==> src/rtl/sync_tbl_lock.sv <==
module sync_tbl_lock #(
  parameter int OFS_W = 16,
  parameter int CYC_W = 6
) (
  input  logic             clk,
  input  logic             rst_n,
  input  logic             host_ctl_wr,
  input  logic [1:0]       host_trig,
  input  logic             host_base_wr,
  input  logic [OFS_W-1:0] host_base_data,
  output logic [1:0]       lock_sts,
  output logic [1:0]       tbl_valid,
  output logic [CYC_W-1:0] cycle_num,
  output logic [OFS_W-1:0] base_offset,
  input  logic [1:0]       eng_start,
  input  logic [1:0]       eng_done,
  input  logic [CYC_W-1:0] eng_cycle,
  output logic [1:0]       eng_wr_en
);

  logic [1:0]       lock_q, busy_q, pend_q, valid_q;
  logic [CYC_W-1:0] rec_q [2];
  logic [1:0]       trig, acc_start, fin;

  assign trig      = host_trig & {2{host_ctl_wr}};
  assign acc_start = eng_start & ~lock_q & ~busy_q;
  assign fin       = eng_done & busy_q;

  always_ff @(posedge clk) begin
    if (!rst_n) begin
      lock_q  <= '0;
      busy_q  <= '0;
      pend_q  <= '0;
      valid_q <= '0;
      rec_q[0] <= '0;
      rec_q[1] <= '0;
    end else begin
      for (int p = 0; p < 2; p++) begin
        if (acc_start[p]) begin
          busy_q[p]  <= 1'b1;
          valid_q[p] <= 1'b0;
        end
        if (fin[p]) begin
          busy_q[p]  <= 1'b0;
          valid_q[p] <= 1'b1;
          rec_q[p]   <= eng_cycle;
          lock_q[p]  <= pend_q[p] ^ trig[p];
          pend_q[p]  <= 1'b0;
        end else if (trig[p]) begin
          if (lock_q[p])                     lock_q[p] <= 1'b0;
          else if (busy_q[p] || acc_start[p]) pend_q[p] <= ~pend_q[p];
          else                               lock_q[p] <= 1'b1;
        end
      end
    end
  end

  always_ff @(posedge clk) begin
    if (!rst_n)            base_offset <= '0;
    else if (host_base_wr) base_offset <= {host_base_data[OFS_W-1:1], 1'b0};
  end

  assign lock_sts  = lock_q;
  assign tbl_valid = valid_q;
  assign eng_wr_en = busy_q;
  assign cycle_num = (lock_q == 2'b10) ? rec_q[1] : rec_q[0];

  for (genvar g = 0; g < 2; g++) begin : g_chk
    p_lock_gates_wr_r4: assert property (@(posedge clk) disable iff (!rst_n)
      lock_sts[g] |-> !eng_wr_en[g]);
    p_locked_start_ignored_r4: assert property (@(posedge clk) disable iff (!rst_n)
      (eng_start[g] && lock_sts[g]) |=> ($stable(tbl_valid[g]) && !eng_wr_en[g]));
    p_done_sets_valid_r3: assert property (@(posedge clk) disable iff (!rst_n)
      (eng_done[g] && eng_wr_en[g]) |=> (tbl_valid[g] && !eng_wr_en[g]));
    p_lock_deferred_r5: assert property (@(posedge clk) disable iff (!rst_n)
      (host_ctl_wr && host_trig[g] && eng_wr_en[g] && !eng_done[g]) |=> !lock_sts[g]);
    p_valid_low_busy_r3: assert property (@(posedge clk) disable iff (!rst_n)
      eng_wr_en[g] |-> !tbl_valid[g]);
  end

  p_base_even_r8: assert property (@(posedge clk) disable iff (!rst_n)
    host_base_wr |=> !base_offset[0]);

endmodule

==> config.mk <==
export PLATFORM = sky130hd
export DESIGN_NAME = sync_tbl_lock
export DESIGN_NICKNAME = d
export VERILOG_FILES = /design/src/rtl/sync_tbl_lock.sv
export SDC_FILE = /design/constraint.sdc
export NUM_CORES = 1
export LEC_CHECK = 0
export ABC_AREA = 1
export ABC_CLOCK_PERIOD_IN_PS = 920
export BUFFER_PORTS_ARGS = -buffer_cell sky130_fd_sc_hd__buf_2
export CAP_MARGIN = 20
export CORE_ASPECT_RATIO = 1.4
export CORE_MARGIN = 4
export CORE_UTILIZATION = 43
export DETAILED_ROUTE_END_ITERATION = 16
export GPL_ROUTABILITY_DRIVEN = 1
export PLACE_DENSITY = 0.85
export SYNTH_ARGS = -nofsm -noshare
export SYNTH_HDL_FRONTEND = slang
export SYNTH_SLANG_ARGS = --single-unit
==> constraint.sdc <==
create_clock -name clk -period 0.92 [get_ports clk]
set_input_delay 0.046 -clock clk [delete_from_list [all_inputs] [get_ports clk]]
set_output_delay 0.046 -clock clk [all_outputs]
set_load 0.005 [all_outputs]
-- After elaboration in Yosys (flattened, before gate mapping)
Memory sizes are Yosys's and may differ from the RTL's.
Index checks and enable logic that the tools add are counted.
- $lt $le $gt $ge: 0
- bitwise operators: 15
- multiply operators: 0
- equal/unequal tests: 1
- muxes and demuxes: 22
- shifts and indexed selects: 0
- $add $sub $neg: 0
- reductions and logical operators: 10
- divide/modulo/power cells: 0
- operator list (kind ; number):
    $mux 1 ; 19
    $mux 6 ; 3
    $and 2x2->2 ; 4
    $reduce_bool 2->1 ; 4
    $reduce_and 3->1 ; 2
    $not 1->1 ; 5
    $not 2->2 ; 2
    $reduce_or 2->1 ; 2
    $eq 2x2->1 const B ; 1
    $logic_or 1x1->1 ; 2
    $or 1x1->1 ; 2
    $xor 1x1->1 ; 2
- memories kept: 1
- register bits after elaboration: 23
- word-level logic and storage cells: 58
- output and inout bits: 28
- bits of input ports: 32
- latch bits: 0
- RAM bits: 12
- bits in read-only memories: 0
- memories (name ; words ; bits a word ; read ports ; clocked after Yosys merged registers in ; write ports ; RTL line ; RTL):
    rec_q ; 2 ; 6 ; 2 ; 0 ; 2 ; 22 ; logic [CYC_W-1:0] rec_q [2];

-- Depth between registers and ports, before layout
Gate-level depths: netlist (run 1).
- depth after elaboration: 8
- gate-level depth with buffers: 7
- gate-level depth less buffers: 6

-- Least setup slack after synthesis (run 1)
No wires, ideal clock.
- path type: reg2reg
- from: register busy_q[1], in the netlist eng_wr_en[1]
- to: memory rec_q[0][0], data pin
- clock period less this slack: 1.002 ns
- slack: -0.082 ns
- cell stages (with the launch flop): 5
- setup time: 0.261 ns
- required time: 0.659 ns
- arrival time: 0.741 ns
- path buffers: 0
- cells stage by stage: dfxtp_1 nand2_2 clkinv_2 o21ai_4 nor2_1
- RTL lines (item ; RTL line ; RTL):
    start, declared ; 21 ; logic [1:0] lock_q, busy_q, pend_q, valid_q;
    start signal, assigned ; 32 ; busy_q <= '0;
    start signal, assigned by index ; 40 ; busy_q[p] <= 1'b1;
    start signal, assigned by index ; 44 ; busy_q[p] <= 1'b0;
    end, declared ; 22 ;

-- Worst setup path in the final report (run 1)
- from: register lock_q[0], in the netlist lock_sts[0]
- to: output port cycle_num[1]
- longest elaborated chain between the ends: 2
- ends and longest elaborated chain (item ; RTL line ; RTL):
    start, declared ; 21 ;
    start signal, assigned by index ; 47 ; lock_q[p] <= pend_q[p] ^ trig[p];
    $eq 2x2->1 ; 66 ; assign cycle_num = (lock_q == 2'b10) ? rec_q[1] : rec_q[0];
    $mux 6 ; 66 ;
    end, declared ; 13 ; output logic [CYC_W-1:0] cycle_num,
No other way between the ends.

==> results of run 1 <==
==> flip-flops by register name, indices dropped and copies added, names as in the netlist <==
signal,cells
tbl_valid,2
pend_q,2
lock_sts,2
rec_q,12
base_offset,15
eng_wr_en,2
==> final cells by class <==
class	instances	area, um^2	area share
Clock inverter	3	43.8	0.0182
Sequential cell	35	828	0.345
Tap cell	40	50.0	0.0208
Timing Repair Buffer	88	622	0.259
Inverter	22	113	0.0469
Clock buffer	5	68.8	0.0287
Multi-Input combinational cell	116	676	0.281
==> worst max-delay path by stage <==
stage	cells past startpoint	endpoint	slack [ps]
after floorplan	4	rec_q[0][0]	-60
after global placement	4	rec_q[0][2]	-90
after detailed placement	4	rec_q[0][0]	-140
after CTS	5	cycle_num[3]	-160
after global routing	5	cycle_num[4]	-240
final	5	cycle_num[1]	-180
==> Yosys cell counts, drive strengths merged <==
master / n
a21oi: 8
buf: 6
clkinv: 1
conb: 1
dfxtp: 23
edfxtp: 12
inv: 21
nand2: 31
nand3: 16
nor2: 42
o21ai: 18
==> kinds of logic after synthesis <==
| family | count (synthesis) | synth area share |
|---|---|---|
| buffers and inverters | 28 | 0.0972 |
| DFF | 35 | 0.540 |
| and+or+nand+nor | 89 | 0.264 |
| other | 1 | 0.00247 |
| AOI/OAI and AO/OA | 26 | 0.0956 |
==> per-layer routing <==
layer / part of all wire / track usage / up-vias
met5: 0 / 0 / -
met4: 0.020 / 0.0487 / 0
met3: 0.067 / 0.0510 / 9
met2: 0.58 / 0.339 / 49
met1: 0.34 / 0.177 / 647
li1: - / - / 744
==> power breakdown <==
group          leakage [nW]  switching, W  total, W  internal (W)
Combinational         0.800      0.000405  0.000808      0.000403
Clock                0.0581      0.000558   0.00136      0.000806
Sequential            0.318     0.0000705   0.00179       0.00172
==> what timing repair did <==
| item | CTS | global route |
|---|---|---|
| resized for setup | 25 | 34 |
| buffers inserted | 6 | 8 |
| hold endpoints to repair | 13 | 0 |
| pin swaps | 4 | 12 |
| hold buffers | 13 | 0 |
| endpoints found under the setup margin | 26 | 42 |
==> worst max-delay path: cells and delay by family (launching register included) <==
family	cells	cell delay (ps)
flip-flops	1	340
buffers and inverters	3	300
AND/OR/NAND/NOR	2	130
==> stage by stage <==
stage	worst slack, ps	utilization	hold slack, ps	cell area (um^2)
6_report	-179	0.711	8.73	2400
5_1_grt	-241	0.711	28.5	2400
4_1_cts	-163	0.667	16.4	2250
3_5_place_dp	-136	0.554	274	1870
2_1_floorplan	-63.9	-	181	1530
3_3_place_gp	-85.5	0.554	265	1870
==> reports/metrics.yaml, run 1 <==
status:
  status: "complete, but fails checks"
  violations: "setup timing"
final_layout:
  layout.nets: 300
  final_common_cell: "buf_2"
  final_cells: 309
  final_cell_mix: "buf_2, nor2_1, nand2_1"
  antenna_cells: 0
  areaGrowthSynthToFinish_pct: 58.1
  drive_gt1_frac: 0.498
  nFillCells: 269
placement:
  place_inst: 278
  routabilityCongestion: 0.776
  dpl.hpwl_um: 2460
  io_buffers: 57
grt:
  grt_pass1_wl_um: 6220
  antenna_found_initial: 0
  grt_pass1_vias: 1405
  overflow: 0
  grt.total_usage: 0.176
  grt_start_max_net_pins: 17
critical_path:
  worstReg2RegEnd: "rec_q[0][7]"
  required_ps: 870
  crit_chain: "inv_4 -> buf_6 -> nand3_4 -> nand2_2 -> buf_2"
  startpoint_type: "flop"
  worst-setup-path-type: "flop to output port"
  slowest_stage: "dfxtp_2"
  r2r_slack_ps: -160
  r2r_cells: 4
  rr_startpoint: "eng_wr_en[1]"
  critPathMaxFanout: 6
  critical-path-max-stage-delay_ps: 340
  crit_path_end_kind: "output port"
  critPathLaunch: "lock_sts[0]"
  cp_data_arrival_time_ps: 1050
clock_network:
  clk_pin_slew_ps: 70
  insertion_delay_ps: 280
  htree_levels: 2
  ctsRootBufferMaster: "clkbuf_8"
  clock-sinks: 35
  cts_tree: "built"
  cts_buffer_depth: 2
  cts_made_buffers: 5
synthesis:
  synthCells: 179
  ys_seq_elements: 35
  ys_seq_area_frac: 0.540
  ys_warn_count: 0
  synth_area_um2: 1520
  yosys-top-cells-area: "dfxtp_1, edfxtp_1, nor2_1"
  syn_nets: 211
  yosysTopAreaCell: "dfxtp_1"
  synth_top_area_share: 0.303
  postSynthAreaPerCell_um2: 8.49
  synth.distinct_cells: 21
hold_path:
  whs_path_depth: 3
  min_to: "base_offset[13]"
  hold_path.class: "input pin to flop"
  hp-start: "host_base_data[13]"
die:
  rows: 25
  die_w_um: 58.2
  die-area_um2: 4560
  top_level_ports: 60
  die_h_um: 78.3
  core_um2: 3380
  start_util: 0.450
sta:
  setup_violations: 39
  setup_slack_ps: -179
  finalHoldViolations: 0
  fmax_mhz: 910
  skew_ps: 2.33
  period_minus_slack_ps: 1100
  rsz0062_at_grt: "yes"
  fin_setup_tns_ps: -4470
  drv_slew: 0
  min_period_over_period: 1.20
drt:
  drc: 0
  ant_nets: 0
  wl_um: 3920
  avgRoutedWirePerCell_um: 12.7
  vias: 1449
  vias_per_cell: 4.69
  drt_iter0_drc: 54
  dr.pass1.iters: 4
pwr:
  finalPower_w: 0.00396
  power.density_nw_per_um2: 1650
  ir_drop_uv: 1450
  p_leak_nw: 1.18
job:
  cap_violations: 0
No activity file was read; power rests on OpenSTA's default activity.
==> inputs of run 2 (changes only) <==
--- a/config.mk
+++ b/config.mk
@@ -14,6 +14,7 @@
 export CORE_UTILIZATION = 43
 export DETAILED_ROUTE_END_ITERATION = 16
 export GPL_ROUTABILITY_DRIVEN = 1
+export HOLD_SLACK_MARGIN = 0.1
 export PLACE_DENSITY = 0.85
 export SYNTH_ARGS = -nofsm -noshare
 export SYNTH_HDL_FRONTEND = slang
==> run 2 against run 1 <==
Effect of this change:
- the run still ends with setup timing left
- design area increased by 4.3%
- combinational power up 6.6%
- sequential cell count is the same
- worst setup slack gained 9.5 ps
- global-route usage rose by 0.84 points
- wire length grew 6.4%
- utilization increased by 3.1 points
- largest power group unchanged
- largest cell class unchanged
- sequential power barely moved
- via count grew 2.1%
- hold slack better by 90 ps
==> reports/metrics.yaml, run 2 (synthesis results as in run 1) <==
status:
  status: "complete, but fails checks"
  violations: "setup timing"
placement:
  place_inst: 278  # unchanged
  routabilityCongestion: 0.776  # unchanged
  place_area_um2: 1870  # unchanged
  dpl.hpwl_um: 2460  # unchanged
  io_buffers: 57  # unchanged
grt:
  grt.total_usage: 0.185  # +0.00845
  grt_start_max_net_pins: 17  # unchanged
  grt_use_met1: 0.176  # -0.00104
  grt-busiest-layer: "met2"
  grtUsageMet2: 0.369  # +0.0294
  use_met3: 0.0510  # unchanged
  grt_pass1_vias: 1460  # +3.9%
  overflow: 0  # unchanged
  antenna_found_initial: 0  # unchanged
  grt_pass1_wl_um: 6490  # +4.3%
sta:
  setup_slack_ps: -170  # +9.51 ps
  skew_ps: 3.05  # +0.722 ps
  min_period_over_period: 1.18  # -0.0103
  finalHoldViolations: 0  # unchanged
  setup_violations: 39  # unchanged
  drv_slew: 0  # unchanged
  period_minus_slack_ps: 1090  # -9.51 ps
  rsz0062_at_grt: "yes"
  fmax_mhz: 917  # +0.87%
clock_network:
  cts_buffer_depth: 2  # unchanged
  clock-sinks: 35  # unchanged
  cts_tree: "built"
  insertion_delay_ps: 280  # about the same
  htree_levels: 2  # unchanged
  clk_pin_slew_ps: 70  # about the same
  ctsRootBufferMaster: "clkbuf_8"
  cts_made_buffers: 5  # unchanged
final_layout:
  fin_area_um2: 2500  # +4.3%
  largest_reg_flops: 15  # unchanged
  nFillCells: 250  # -7.1%
  final_cells: 319  # +3.2%
  layout.nets: 310  # +3.3%
  final_cell_mix: "buf_2, nor2_1, dlygate4sd3_1"
  drive_gt1_frac: 0.495  # -0.00352
  reg_top3: "base_offset x15, rec_q x12"
  largest-register: "base_offset"
  final_common_cell: "buf_2"
  areaGrowthSynthToFinish_pct: 64.9
  antenna_cells: 0  # unchanged
critical_path:
  crit_path_end_kind: "output port"
  critPathMaxFanout: 6  # unchanged
  startpoint_type: "flop"
  worstReg2RegEnd: "rec_q[0][6]"
  rr_startpoint: "eng_wr_en[1]"
  required_ps: 870  # about the same
  r2r_slack_ps: -160  # about the same
  cp_data_arrival_time_ps: 1040  # about the same
  r2r_cells: 4  # unchanged
  worst-setup-path-type: "flop to output port"
drt:
  ant_nets: 0  # unchanged
  drt_iter0_drc: 36  # -33%
  vias: 1480  # +2.1%
  avgRoutedWirePerCell_um: 13.1  # +3.1%
  dr.pass1.iters: 4  # unchanged
  wl_um: 4180  # +6.4%
  vias_per_cell: 4.64  # -1.1%
  drc: 0  # unchanged
hold_path:
  whs_path_depth: 3  # unchanged
  hp-start: "eng_cycle[4]"
  min_to: "rec_q[0][10]"
  hold_path.class: "input pin to flop"
die:
  die_w_um: 58.2  # unchanged
  core_um2: 3380  # unchanged
  start_util: 0.450  # unchanged
  rows: 25  # unchanged
  die_h_um: 78.3  # unchanged
  top_level_ports: 60  # unchanged
  die-area_um2: 4560  # unchanged
job:
  cap_violations: 0  # unchanged
pwr:
  power.density_nw_per_um2: 1600  # -2.8%
  ir_drop_uv: 1460  # +0.78%
  p_leak_nw: 1.23  # +4.6%
-- run 2: area by class of cell --
type	instances	area, um^2	area share
clock inverter	3	43.8	0.0175
tap	40	50.0	0.0200
multi-input combinational	116	674	0.269
timing repair buffer	98	727	0.290
sequential	35	828	0.331
clock buffer	5	68.8	0.0275
inverter	22	113	0.0450
-- run 2: metal layers --
metal,wire length [um],share of wire
met1,1440,0.34
met2,2460,0.59
met3,220,0.053
met4,59,0.014
met5,0,0
-- run 2: metrics by stage --
stage	hold WS [ps]	setup WS, ps	TNS (ps)	utilization	total power [W]
floorplan	181	-63.9	-767	-	0.00213
global placement	265	-85.5	-1000	0.554	0.00235
detailed placement	274	-136	-1680	0.554	0.00237
CTS	101	-163	-4300	0.691	0.00389
global route	120	-233	-6380	0.741	0.00422
finish	98.8	-170	-4730	0.741	0.00402
-- run 2: timing repair --
item                       CTS  global route
pin swaps                    4            11
resized for setup           25            37
setup endpoints to repair   26            42
setup buffers                6            10
hold buffers                21             0
hold endpoints to repair    25             0
-- run 2: report_power, final --
part           internal, W  leakage [nW]  switching [W]
Clock             0.000806        0.0581       0.000562
Sequential         0.00172         0.318      0.0000690
Combinational     0.000441         0.854       0.000420
-- run 2: critical path: stages (launching register included) --
cell	delay [ps]
dfxtp_2	340
inv_4	70
buf_6	120
nand3_2	60
nand2_1	70
buf_2	100
-- run 2: worst max path at each step --
stage,start,endpoint,slack (ps),cells past startpoint
after global placement,eng_wr_en[1],rec_q[0][2],-90,4
after detailed placement,eng_wr_en[1],rec_q[0][0],-140,4
after global routing,lock_sts[0],cycle_num[5],-230,5
after floorplan,eng_wr_en[1],rec_q[0][0],-60,4
final,lock_sts[0],cycle_num[5],-170,5
after CTS,lock_sts[0],cycle_num[3],-160,5
